==> config.mk <==
export PLATFORM = sky130hd
export DESIGN_NAME = gain_ramp_top
export DESIGN_NICKNAME = d
export VERILOG_FILES = /design/src/rtl/gain_ramp_pkg.sv /design/src/rtl/gain_ramp_ctrl.sv /design/src/rtl/gain_scaler.sv /design/src/rtl/gain_ramp_top.sv
export SDC_FILE = /design/constraint.sdc
export NUM_CORES = 1
export LEC_CHECK = 0
export BUFFER_PORTS_ARGS = -buffer_cell sky130_fd_sc_hd__buf_2
export CAP_MARGIN = 20
export CORE_ASPECT_RATIO = 1.4
export CORE_MARGIN = 4
export CORE_UTILIZATION = 40
export CTS_CLUSTER_SIZE = 16
export DETAILED_ROUTE_END_ITERATION = 16
export GPL_ROUTABILITY_DRIVEN = 0
export PLACE_DENSITY = 0.59
export REMOVE_ABC_BUFFERS = 1
export SKIP_LAST_GASP = 1
export SLEW_MARGIN = 20
export SYNTH_ARGS = -nofsm -noshare
export SYNTH_HDL_FRONTEND = slang
export SYNTH_SLANG_ARGS = --single-unit
==> constraint.sdc <==
create_clock -name clk -period 6.8 [get_ports clk]
set_clock_uncertainty 0.15 [all_clocks]
set_input_delay 2.04 -clock clk [delete_from_list [all_inputs] [get_ports clk]]
set_output_delay 2.04 -clock clk [all_outputs]
set_load 0.05 [all_outputs]
==> src/rtl/gain_ramp_pkg.sv <==
package gain_ramp_pkg;
  localparam int GAIN_W_DEF   = 14;
  localparam int FINE_W_DEF   = 4;
  localparam int SAMPLE_W_DEF = 24;

  typedef enum logic [1:0] {
    DIR_HOLD = 2'b00,
    DIR_UP   = 2'b01,
    DIR_DOWN = 2'b10
  } ramp_dir_e;
endpackage

==> src/rtl/gain_ramp_ctrl.sv <==
module gain_ramp_ctrl
  import gain_ramp_pkg::*;
#(
  parameter int GAIN_W = GAIN_W_DEF,
  parameter int FINE_W = FINE_W_DEF
) (
  input  logic              clk,
  input  logic              rst_n,
  input  logic [GAIN_W-1:0] gain_req,
  input  logic              gain_load,
  input  logic              smp_vld,
  output logic [GAIN_W-1:0] live_gain
);
  localparam int COARSE_W = GAIN_W - FINE_W;

  logic [GAIN_W-1:0]   tgt_q, tgt_d;
  logic [COARSE_W-1:0] crs_q, crs_d;
  logic [COARSE_W-1:0] tgt_crs;
  ramp_dir_e           dir;

  assign tgt_crs = tgt_q[GAIN_W-1:FINE_W];

  always_comb begin
    if (crs_q < tgt_crs)      dir = DIR_UP;
    else if (crs_q > tgt_crs) dir = DIR_DOWN;
    else                      dir = DIR_HOLD;
  end

  always_comb begin
    tgt_d = tgt_q;
    crs_d = crs_q;
    if (smp_vld) begin
      case (dir)
        DIR_UP:   crs_d = crs_q + 1'b1;
        DIR_DOWN: crs_d = crs_q - 1'b1;
        default:  crs_d = crs_q;
      endcase
    end
    if (gain_load) tgt_d = gain_req;
  end

  always_ff @(posedge clk or negedge rst_n) begin
    if (!rst_n) begin
      tgt_q <= '0;
      crs_q <= '0;
    end else begin
      tgt_q <= tgt_d;
      crs_q <= crs_d;
    end
  end

  assign live_gain = {crs_q, tgt_q[FINE_W-1:0]};

  p_one_step_r2: assert property (@(posedge clk) disable iff (!rst_n)
    smp_vld && (crs_q != tgt_crs) |=>
      ((crs_q == $past(crs_q) + 1'b1) || (crs_q == $past(crs_q) - 1'b1)));
  p_hold_equal_r4: assert property (@(posedge clk) disable iff (!rst_n)
    (crs_q == tgt_crs) |=> $stable(crs_q));
  p_no_strobe_r4: assert property (@(posedge clk) disable iff (!rst_n)
    !smp_vld |=> $stable(crs_q));
  p_fine_follow_r3: assert property (@(posedge clk) disable iff (!rst_n)
    gain_load |=> (live_gain[FINE_W-1:0] == $past(gain_req[FINE_W-1:0])));
endmodule

==> src/rtl/gain_scaler.sv <==
module gain_scaler
  import gain_ramp_pkg::*;
#(
  parameter int GAIN_W   = GAIN_W_DEF,
  parameter int SAMPLE_W = SAMPLE_W_DEF
) (
  input  logic                clk,
  input  logic                rst_n,
  input  logic                smp_vld,
  input  logic [SAMPLE_W-1:0] smp_in,
  input  logic [GAIN_W-1:0]   gain,
  output logic                out_vld,
  output logic [SAMPLE_W-1:0] out_smp
);
  localparam int PROD_W = SAMPLE_W + GAIN_W + 1;

  logic signed [PROD_W-1:0]   prod;
  logic signed [PROD_W-1:0]   biased;
  logic signed [PROD_W-1:0]   shifted;
  logic        [SAMPLE_W-1:0] smp_d;

  always_comb begin
    prod    = PROD_W'($signed(smp_in)) * $signed({{(PROD_W-GAIN_W){1'b0}}, gain});
    biased  = prod[PROD_W-1] ? prod + PROD_W'((1 << GAIN_W) - 1) : prod;
    shifted = biased >>> GAIN_W;
    smp_d   = shifted[SAMPLE_W-1:0];
  end

  always_ff @(posedge clk or negedge rst_n) begin
    if (!rst_n) begin
      out_vld <= 1'b0;
      out_smp <= '0;
    end else begin
      out_vld <= smp_vld;
      if (smp_vld) out_smp <= smp_d;
    end
  end

  p_valid_follow_r7: assert property (@(posedge clk) disable iff (!rst_n)
    smp_vld |=> out_vld);
  p_valid_idle_r7: assert property (@(posedge clk) disable iff (!rst_n)
    !smp_vld |=> !out_vld);
  p_silent_r8: assert property (@(posedge clk) disable iff (!rst_n)
    smp_vld && (gain == '0) |=> (out_smp == '0));
endmodule

==> src/rtl/gain_ramp_top.sv <==
module gain_ramp_top
  import gain_ramp_pkg::*;
#(
  parameter int GAIN_W   = GAIN_W_DEF,
  parameter int FINE_W   = FINE_W_DEF,
  parameter int SAMPLE_W = SAMPLE_W_DEF
) (
  input  logic                clk,
  input  logic                rst_n,
  input  logic [GAIN_W-1:0]   gain_req,
  input  logic                gain_load,
  input  logic                smp_vld,
  input  logic [SAMPLE_W-1:0] smp_in,
  output logic                out_vld,
  output logic [SAMPLE_W-1:0] out_smp
);
  logic [GAIN_W-1:0] live_gain;

  gain_ramp_ctrl #(.GAIN_W(GAIN_W), .FINE_W(FINE_W)) u_ctrl (
    .clk       (clk),
    .rst_n     (rst_n),
    .gain_req  (gain_req),
    .gain_load (gain_load),
    .smp_vld   (smp_vld),
    .live_gain (live_gain)
  );

  gain_scaler #(.GAIN_W(GAIN_W), .SAMPLE_W(SAMPLE_W)) u_scale (
    .clk     (clk),
    .rst_n   (rst_n),
    .smp_vld (smp_vld),
    .smp_in  (smp_in),
    .gain    (live_gain),
    .out_vld (out_vld),
    .out_smp (out_smp)
  );
endmodule

[After elaboration in Yosys (flattened, before gate mapping)]
Index checks and enable logic that the tools add are counted.
Word-level totals
  register bits after elaboration: 49
Operators by class
  add/subtract/negate cells: 3
  multiply operators: 1
  $lt $le $gt $ge: 2
  equality and inequality tests: 2
  muxes and demuxes: 4
  reduce and logical (&&, ||, !) cells: 2
Operators with widths (count)
  24-bit by 15-bit multiplier with 39-bit output: 1
  38-bit by 15-bit adder with 38-bit output, second input constant: 1
  38-bit two-way mux: 1
  10-bit case mux with 2 select lines: 1
  10-bit by 1-bit adder with 10-bit output, second input constant: 1
  10-bit > comparator: 1
  10-bit < comparator: 1
  10-bit by 1-bit subtractor with 10-bit output, second input constant: 1
  2-bit two-way mux: 2
  2-bit by 1-bit equality test with 1-bit output, second input constant: 1
  2-bit equality test, second input constant: 1
  2-bit AND reduction: 1
  2-bit nonzero test: 1

[Logic depth before layout (Yosys ltp)]
Gate-level depths: netlist (run 1).
  depth in word-level cells: 6
  mapped depth: 27
  depth with buffers taken out: 24

[Hierarchy]
Synthesis (run 1) repeated with hierarchy kept, for this count alone.
Unflattened totals
  cell total of the unflattened synthesis: 1736
  area total of the unflattened synthesis: 15509.9 um2
By module, submodules not included
  gain_scaler: instances 1, cells each 1585, area each 13982.2 um2, seq. area each 625.6 um2
  gain_ramp_ctrl: instances 1, cells each 151, area each 1527.7 um2, seq. area each 600.6 um2

[Least setup slack after synthesis (run 1)]
OpenSTA, ideal clock, no wires.
  kind: input -> register
  start point: input port smp_in[6]
  end point: register u_scale.out_smp[22]
  setup time: 0.126 ns
  data arrival time: 8.677 ns
  data required time: 6.524 ns
  setup slack: -2.154 ns
  cell stages on the path: 25
  path buffers: 1
  path through: clkbuf_1 -> and2_1 -> fa_1 -> inv_1 -> fa_1 -> inv_1 -> fa_1 -> inv_1 -> fa_1 -> inv_1 -> fa_1 -> inv_1 -> fa_1 -> inv_1 -> ha_1 -> a21oi_1 -> o21ai_1 -> a311o_1 -> nand2_2 -> o211ai_1 -> or3b_4 -> or4b_4 -> nor4_4 -> a311oi_1 -> a221o_1
Between the ends
  longest elaborated chain between the ends: 3
RTL lines
  start, declared: RTL line gain_ramp_top.sv:13  | input logic [SAMPLE_W-1:0] smp_in,
  24-bit by 15-bit multiplier with 39-bit output (*): RTL line gain_scaler.sv:23  | prod = PROD_W'($signed(smp_in)) * $signed({{(PROD_W-GAIN_W){1'b0}}, gain});
  38-bit by 15-bit adder with 38-bit output: RTL line gain_scaler.sv:24  | biased = prod[PROD_W-1] ? prod + PROD_W'((1 << GAIN_W) - 1) : prod;
  38-bit two-way mux (*): RTL line gain_scaler.sv:24
  end signal, assigned: RTL line gain_scaler.sv:35  | if (smp_vld) out_smp <= smp_d;
  end, declared: RTL line gain_scaler.sv:13  | output logic [SAMPLE_W-1:0] out_smp
Every way passes the cells marked *; elsewhere a longest branch is shown, timed or not.
A chain may end at the register's enable or synchronous reset.

[Worst setup path after layout (run 1)]
  start point: input port smp_in[5]
  end point: register u_scale.out_smp[22]
Same word-level chain as after synthesis.

==> results of run 1 <==
logic make-up (layout without fill, tap and decap cells):
group                      after synthesis  in the layout  share of synthesized area
muxes                                   17             17                     0.0119
adders and majority gates              424            424                      0.491
DFF                                     49             49                     0.0785
buffers and inverters                  448            778                      0.109
xor gates and xnor gates                54             54                     0.0303
and+or+nand+nor                        573            574                      0.193
AOI/OAI and AO/OA                      208            208                     0.0871
tightest hold or removal path, stage by stage, from the launching register on:
cell	delay, ps
dfrtp_1	370
nand2_1	60
nand3_1	60
sequential cells by signal, indices dropped and copies added (netlist names):
name             cells
u_scale.out_vld      1
u_scale.out_smp     24
u_ctrl.crs_q        10
u_ctrl.tgt_q        14
synthesized netlist by cell type, types with 5 or more instances:
master | number | area [um^2]
inv_1 | 369 | 1390
fa_1 | 315 | 6310
and2_1 | 207 | 1290
nand2_1 | 198 | 743
ha_1 | 109 | 1360
a21oi_1 | 75 | 375
clkbuf_1 | 69 | 259
dfrtp_1 | 49 | 1230
nor2_1 | 45 | 169
o21ai_0 | 39 | 195
xnor2_1 | 36 | 315
xor2_1 | 18 | 158
a21o_1 | 16 | 120
nand4_1 | 16 | 100
nand3_1 | 15 | 75.1
nor3_1 | 14 | 70.1
and3_1 | 13 | 81.3
mux2_2 | 13 | 146
nor4_1 | 13 | 81.3
o211ai_1 | 11 | 82.6
or3_1 | 10 | 62.6
buf_2 | 8 | 40.0
nor2b_1 | 8 | 50.1
a211o_1 | 6 | 52.6
a211oi_1 | 6 | 45.0
o21a_1 | 6 | 45.0
nand3b_1 | 5 | 37.5
o21bai_1 | 5 | 37.5
metrics by stage:
stage	setup TNS [ps]	instances
6_report	-36530	2626
5_1_grt	-41770	2626
3_5_place_dp	-51020	2572
2_1_floorplan	-36200	1694
4_1_cts	-34790	2610
3_3_place_gp	-50630	2572
routing by layer:
layer,global-route usage,share of wire
met4,0.105,0.061
met5,0,0
met3,0.0133,0.024
met2,0.406,0.54
met1,0.242,0.37
area by class of cell:
cell class / instances / share of cell area
multi-input combinational: 1277 / 0.673
timing repair buffer: 401 / 0.158
inverter: 369 / 0.0685
sequential: 49 / 0.0607
tap: 522 / 0.0323
clock buffer: 5 / 0.00619
clock inverter: 3 / 0.00130
final timing paths:
kind,startpoint,to,slack (ps),cells past startpoint
setup / recovery,smp_in[5],u_scale.out_smp[22]$_DFFE_PN0P_,-1730,26
hold / removal,u_scale.out_smp[20]$_DFFE_PN0P_,u_scale.out_smp[20]$_DFFE_PN0P_,360,2
setup reg to reg,u_ctrl.tgt_q[3]$_DFFE_PN0P_,u_scale.out_smp[22]$_DFFE_PN0P_,-760,26
hold reg to reg,u_scale.out_smp[20]$_DFFE_PN0P_,u_scale.out_smp[20]$_DFFE_PN0P_,360,2
max in group asynchronous,rst_n,u_scale.out_smp[0]$_DFFE_PN0P_,4380,2
min in group asynchronous,rst_n,u_scale.out_smp[2]$_DFFE_PN0P_,1690,2
what timing repair did:
action | CTS | global route
pin swaps | 89 | 63
hold endpoints to repair | 0 | 0
cloned | 1 | 3
endpoints found under the setup margin | 24 | 24
resized for setup | 159 | 83
setup buffers | 29 | 15
==> impl_results.md, run 1 <==
* Total die area at 42300 um^2
* Hold_buf cts at 0
* Crit end category: flop
* Distinct cells, synth at 78
* Final core utilization at 0.525
* Fmax at 117 MHz
* Run status: finished, violations left
* Initial drt markers at 576
* Final Slew Violations at 0
* Most frequent cells in the layout: inv_1 (349), fa_1 (308), buf_4 (297), and2_1 (192), nand2_1 (188)
* Syn Inst Count at 1773
* Longest Clk Path Bufs at 2
* Site row count at 85
* Top cell by count, worst path: fa_1
* Worst path buffer plus inverter count at 8
* Failing checks: setup timing
* Placed instance area at 18600 um^2
* Fraction of registers with async set/reset at 1.00
* Worst path arrival time at 8560 ps
* Worst slew pin tran at 1020 ps
* Worst skew pair latency at 290 ps
* Port-buffer cells at 66
* Antenna-violating nets left at 0
* Via/cell ratio at 5.00
* First-pass iteration count of the detailed router at 5
* CP Class: primary input to flop
* Largest net degree at the start of global routing at 50
* Place WS at -2400 ps
* Avg Cell Area, Syn at 8.82 um^2
* # IOs at 67
* CTS sink count at 49
* Initial antenna violation count at 0
* GRT overflow at 0
* CP max-delay cell: fa_1
* Min Hold Slack at 363 ps
* Hpwl dp at 36900 um
* Synth Flop Type: dfrtp_1
* RSZ-0062 raised after global routing: true
* H-tree levels at 2
* Core box area at 38500 um^2
* Crit-path max cell delay at 540 ps
* Reg area at 1230 um^2
* Worst EP required at 6830 ps
* Synth Warn # at 0
* Root buffer cell: clkbuf_16
* Synthesized flop and latch total at 49
* Startpoint types: primary input
* Worst min path class: flop to flop
* Final min period at 8530 ps
* Cell family with most CP delay: adder cells
* Max-slew headroom at 0.321
* Die Width at 175 um
* Area growth, synth to finish at 29.3%
* Max-Cap Viols at 0
* Via count at 13143
* Tot GR Track Use at 0.214
* CTS tree: done
* Final instance area at 20200 um^2
* Avg WL per Cell at 16.8 um
* Post-route clock period utilization at 1.25
* Layout cells sized above 1 at 0.284
* Worst Slack Setup Final at -1730 ps
* Vias in the first global route at 14555
* Global-route wire length before repair at 73400 um
* # DRC at 0
* Commonest non-fill, non-tap cell in the layout: inv_1
* Register area share after synthesis at 0.0785
* Final setup viols at 24
* Multi-input gate area at 13600 um^2
* Worst-path clk slew at 70 ps
* Number of flops mapped to enable cells by yosys at 0
* Fin nets at 2569
* Ant diodes at 0
* Die H at 242 um
* Starting Density at 0.406
* Final Hold Fails at 0
* Cts bufs inserted at 5
* Routed WL at 44100 um
* Mapped Area at 15600 um^2
* Filler cells at 3620
* Max Fanout on Critical Path at 8
Power of run 1 is left out: the tool's default activity adds up to more than one toggle a clock period on the data nets, which glitch-free logic cannot reach.
==> inputs of run 2 (changes only) <==
Settings changed: ABC_AREA from default to 1.
==> run 2 against run 1 <==
  * The run still ends with setup timing left
  * Synthesized cell count rose by 33%
  * First-iteration DRC count rose by 6.6%
  * Register-to-register slack improved by 810 ps
  * Routed wire length rose by 7.0%
  * Critical path type unchanged
  * Largest cell class unchanged
==> impl_results.md, run 2 <==
* Run status: finished, violations left
* Failing checks: setup timing
* Fmax at 131 MHz
* Syn Inst Count at 2365
* Routed WL at 47200 um
* Initial drt markers at 614
* Dominant cell by count in the synthesized netlist: nand2_1
* Synth Flop Type: dfrtp_1
* Max-slew headroom at 0.388
* Crit-path max cell delay at 550 ps
* First-pass iteration count of the detailed router at 5
* Layout Cells excl Fill at 3167
* Worst path arrival time at 7680 ps
* CTS sink count at 49
* Synth Warn # at 0
* Top reg by flops: u_scale.out_smp
* Site row count at 88
* Synth Area in XOR/XNOR at 0.0126
* Filler cells at 3825
* Largest net degree at the start of global routing at 50
* Crit end category: flop
* Core box area at 41300 um^2
* Post-route clock period utilization at 1.12
* Largest area contributor in the netlist: fa_1
* Max Fanout on Critical Path at 9
* Final Hold Fails at 0
* Post-Synth Adder-Cell Area at 0.459
* Worst min path class: flop to flop
* RSZ-0062 raised after global routing: true
* Worst EP required at 6840 ps
* # IOs at 67
* Mapped Area at 16700 um^2
* Startpoint types: primary input
* Synth top cells by count: nand2_1 (728), inv_1 (704), fa_1 (315)
* Reg area at 1230 um^2
* Main combinational cell family by area after synthesis: adder cells
* GRT overflow at 0
* Placed Cells at 3106
* Final min period at 7640 ps
* Worst-path clk slew at 70 ps
* Biggest regs: u_scale.out_smp x24, u_ctrl.tgt_q x14, u_ctrl.crs_q x10
* Via/cell ratio at 4.82
* Root buffer cell: clkbuf_16
* Antenna-violating nets left at 0
* Ant diodes at 0
* CP Class: primary input to flop
* Final Slew Violations at 0
* Top cells by area, synth: fa_1 (38%), nand2_1 (16%), inv_1 (16%)
* Commonest non-fill, non-tap cell in the layout: inv_1
* CP max-delay cell: fa_1
* Distinct cells, synth at 40
* Via count at 15278
* Register area share after synthesis at 0.0733
* Synth Area in Compound Gates at 0.0312
* Vias in the first global route at 16338
* Worst slew pin tran at 917 ps
* Fin nets at 3093
* Area growth, synth to finish at 30.1%
* Starting Density at 0.405
* Longest Clk Path Bufs at 2
* Die Width at 181 um
* Layout cells sized above 1 at 0.283
* Hpwl dp at 38200 um
* Tot GR Track Use at 0.208
* Avg WL per Cell at 14.9 um
* Post-synthesis simple-gate area fraction at 0.242
* Max-Cap Viols at 0
* Global-route wire length before repair at 78300 um
* Multi-input gate area at 14100 um^2
* # DRC at 0
* Largest register FFs at 24
* Synthesized flop and latch total at 49
* Worst skew pair latency at 290 ps
* Die H at 250 um
* Most frequent cells in the layout: inv_1 (646), nand2_1 (588), fa_1 (300), buf_4 (213), nand2_2 (123)
* Top-area cell type share of the netlist area at 0.377
* Port-buffer cells at 66
* Total die area at 45200 um^2
* Cts bufs inserted at 5
* Final setup viols at 24
* Worst Slack Setup Final at -843 ps
* Number of flops mapped to enable cells by yosys at 0
* Fraction of registers with async set/reset at 1.00
* CTS tree: done
* Top cell by count, worst path: inv_2
* H-tree levels at 2
* Mux contribution to synthesized area at 0.00337
* Avg Cell Area, Syn at 7.07 um^2
* Initial antenna violation count at 0
## run 2: routing by layer
layer / track usage / wire [um]
met5: 0 / 0
met4: 0.0553 / 1330
met3: 0.0175 / 1820
met2: 0.398 / 25700
met1: 0.250 / 18400
## run 2: area by class of cell
class	count	area share
tap	540	0.0311
clock buffer	6	0.00638
sequential	49	0.0564
clock inverter	1	0.000345
timing repair buffer	332	0.134
inverter	717	0.124
multi-input combinational	1522	0.647
## run 2: final timing paths
path,depth (start not counted),endpoint,startpoint,slack (ps)
hold reg to reg,2,u_scale.out_smp[10]$_DFFE_PN0P_,u_scale.out_smp[10]$_DFFE_PN0P_,330
min in group asynchronous,2,u_ctrl.tgt_q[1]$_DFFE_PN0P_,rst_n,1690
setup reg to reg,31,u_scale.out_smp[17]$_DFFE_PN0P_,u_ctrl.crs_q[1]$_DFFE_PN0P_,50
max in group asynchronous,2,u_scale.out_smp[15]$_DFFE_PN0P_,rst_n,4360
hold / removal,2,u_scale.out_smp[10]$_DFFE_PN0P_,u_scale.out_smp[10]$_DFFE_PN0P_,330
setup / recovery,33,u_scale.out_smp[13]$_DFFE_PN0P_,smp_in[8],-840
## run 2: worst max-delay path, delay by kind of cell
kind / cells / cell delay [ps]
AND/OR/NAND/NOR: 16 / 1630
adder cells (fa/ha/maj): 7 / 3420
buffers and inverters: 10 / 580
## run 2: repair_timing
| action | CTS | global route |
|---|---|---|
| pin swaps | 140 | 131 |
| gates resized for setup | 294 | 242 |
| hold buffers | 0 | 0 |
| buffers inserted | 33 | 18 |
| hold endpoints to repair | 0 | 0 |
| endpoints found under the setup margin | 24 | 24 |
| cloned | 1 | 3 |
## run 2: metrics by stage
step           area [um^2]  setup slack (ps)  setup TNS (ps)  utilization  hold slack [ps]
5_1_grt              21800             -1080          -23360        0.527              372
6_report             21800              -843          -17670        0.527              325
4_1_cts              20800              -778          -17020        0.503              335
3_5_place_dp         19200             -1530          -33110        0.465              310
2_1_floorplan        16400              -831          -16930            -              335
3_3_place_gp         19200             -1520          -33250        0.465              311
## run 2: cells by family (layout without fill, tap and decap cells)
logic type	Yosys count	count (layout)
buffers and inverters	794	1056
DFF	49	49
and+or+nand+nor	973	973
muxes	5	5
adders and majority gates	424	424
xor gates and xnor gates	24	24
AOI/OAI and AO/OA	96	96
Power of run 2 is left out for the same reason.
==> inputs of run 3 (changes only) <==
Settings changed: CORE_ASPECT_RATIO 1.4 to 1.75.
==> run 3 against run 2 <==
  * The run still ends with setup timing left
  * Utilization down 0.30 points
  * Die area grew 0.18%
  * Sequential share of layout area grew 0.062 points
  * Fmax down 0.49%
  * Critical path type unchanged
  * Routed wire length rose by 3.2%
  * Worst setup slack got worse by 38 ps
  * Sequential cell count unchanged
  * Hold slack improved by 5.9 ps
  * Cell count increased by 0.47%
  * Global-route usage increased by 0.96 points
  * Cell area shrank 1.1%
==> impl_results.md, run 3 (same netlist as run 2, synthesis figures left out) <==
* Final Hold Fails at 0
* Final min period at 7680 ps
* Antenna-violating nets left at 0
* Worst min path class: flop to flop
* Min Hold Slack at 331 ps
* CP Class: primary input to flop
* Run status: finished, violations left
* Crit-path max cell delay at 520 ps
* Post-route clock period utilization at 1.13
* Starting Density at 0.407
* RSZ-0062 raised after global routing: true
* Max Fanout on Critical Path at 7
* Fin nets at 3097
* R2R Setup Slk at 100 ps
* Worst Slack Setup Final at -881 ps
* Largest net degree at the start of global routing at 50
* CTS sink count at 49
* Die H at 279 um
* Initial drt markers at 556
* Area growth, synth to finish at 28.7%
* Port-buffer cells at 66
* H-tree levels at 2
* Fmax at 130 MHz
* Tot GR Track Use at 0.218
* Root buffer cell: clkbuf_16
* Avg WL per Cell at 15.3 um
* Initial antenna violation count at 0
* Largest register FFs at 24
* CTS tree: done
* Total die area at 45300 um^2
* Max-slew headroom at 0.379
* Vias in the first global route at 16771
* Die Width at 163 um
* Routed WL at 48700 um
* Worst path arrival time at 7710 ps
* Via/cell ratio at 4.80
* Failing checks: setup timing
* Worst EP required at 6830 ps
* Max-Cap Viols at 0
* Site row count at 98
* Longest Clk Path Bufs at 2
* Biggest regs: u_scale.out_smp x24, u_ctrl.tgt_q x14, u_ctrl.crs_q x10
* Worst skew pair latency at 300 ps
* Ant diodes at 0
* Global-route wire length before repair at 79600 um
* Layout cells sized above 1 at 0.266
* Top cell by count, worst path: fa_1
* Hpwl dp at 40500 um
* Most frequent cells in the layout: inv_1 (650), nand2_1 (613), fa_1 (305), buf_4 (230), nand2_2 (101)
* Top reg by flops: u_scale.out_smp
* Reg area at 1230 um^2
* Core box area at 41100 um^2
* Hold_buf cts at 0
* GRT overflow at 0
* Via count at 15287
* Multi-input gate area at 13900 um^2
* Commonest non-fill, non-tap cell in the layout: inv_1
* Crit end category: flop
* Worst slew pin tran at 931 ps
* Cts bufs inserted at 5
* Startpoint types: primary input
* Worst-path clk slew at 70 ps
* Final setup viols at 24
* First-pass iteration count of the detailed router at 5
* # DRC at 0
* CP max-delay cell: fa_1
* Final Slew Violations at 0
* Filler cells at 3949
* # IOs at 67
==> run 3: critical path: cells and delay by family <==
kind | cells | cell delay (ps)
and+or+nand+nor | 14 | 1460
buffers and inverters | 11 | 870
adders and majority gates | 7 | 3310
==> run 3: layout make-up <==
| type | count | area share |
|---|---|---|
| Multi-Input combinational cell | 1522 | 0.645 |
| Timing Repair Buffer | 336 | 0.134 |
| Inverter | 717 | 0.126 |
| Sequential cell | 49 | 0.0570 |
| Tap cell | 550 | 0.0320 |
| Clock buffer | 6 | 0.00599 |
| Clock inverter | 2 | 0.000640 |
==> run 3: path summary, 6_finish.rpt <==
kind	to	cells after the start	startpoint
max	u_scale.out_smp[10]$_DFFE_PN0P_	32	smp_in[12]
min	u_scale.out_smp[23]$_DFFE_PN0P_	2	u_scale.out_smp[23]$_DFFE_PN0P_
max reg2reg	u_scale.out_smp[10]$_DFFE_PN0P_	25	u_ctrl.crs_q[0]$_DFFE_PN0P_
min reg2reg	u_scale.out_smp[23]$_DFFE_PN0P_	2	u_scale.out_smp[23]$_DFFE_PN0P_
max in group asynchronous	u_scale.out_smp[19]$_DFFE_PN0P_	2	rst_n
min in group asynchronous	u_ctrl.tgt_q[1]$_DFFE_PN0P_	2	rst_n
==> run 3: per-stage QoR <==
step	utilization	std cells	cell area [um^2]	setup TNS, ps	setup slack [ps]
final	0.524	3182	21500	-19230	-881
after global routing	0.524	3182	21500	-24050	-1100
after CTS	0.510	3168	21000	-16790	-783
after detailed placement	0.468	3117	19200	-35790	-1610
after global placement	0.468	3117	19200	-33890	-1520
after floorplan	-	2288	16400	-16930	-831
==> run 3: what timing repair did <==
action,4_1_cts,5_1_grt
setup buffers,41,16
gates cloned,2,0
endpoints found under the hold margin,0,0
setup endpoints to repair,24,24
gates resized for setup,333,148
pin swaps,161,81
==> run 3: routing by layer <==
metal | global-route usage | up-vias | wire (um)
met1 | 0.233 | 7547 | 17500
met5 | 0 | - | 0
met2 | 0.431 | 337 | 27400
li1 | - | 7239 | -
met3 | 0.0135 | 164 | 1210
met4 | 0.0962 | 0 | 2590
Power of run 3 is left out for the same reason.
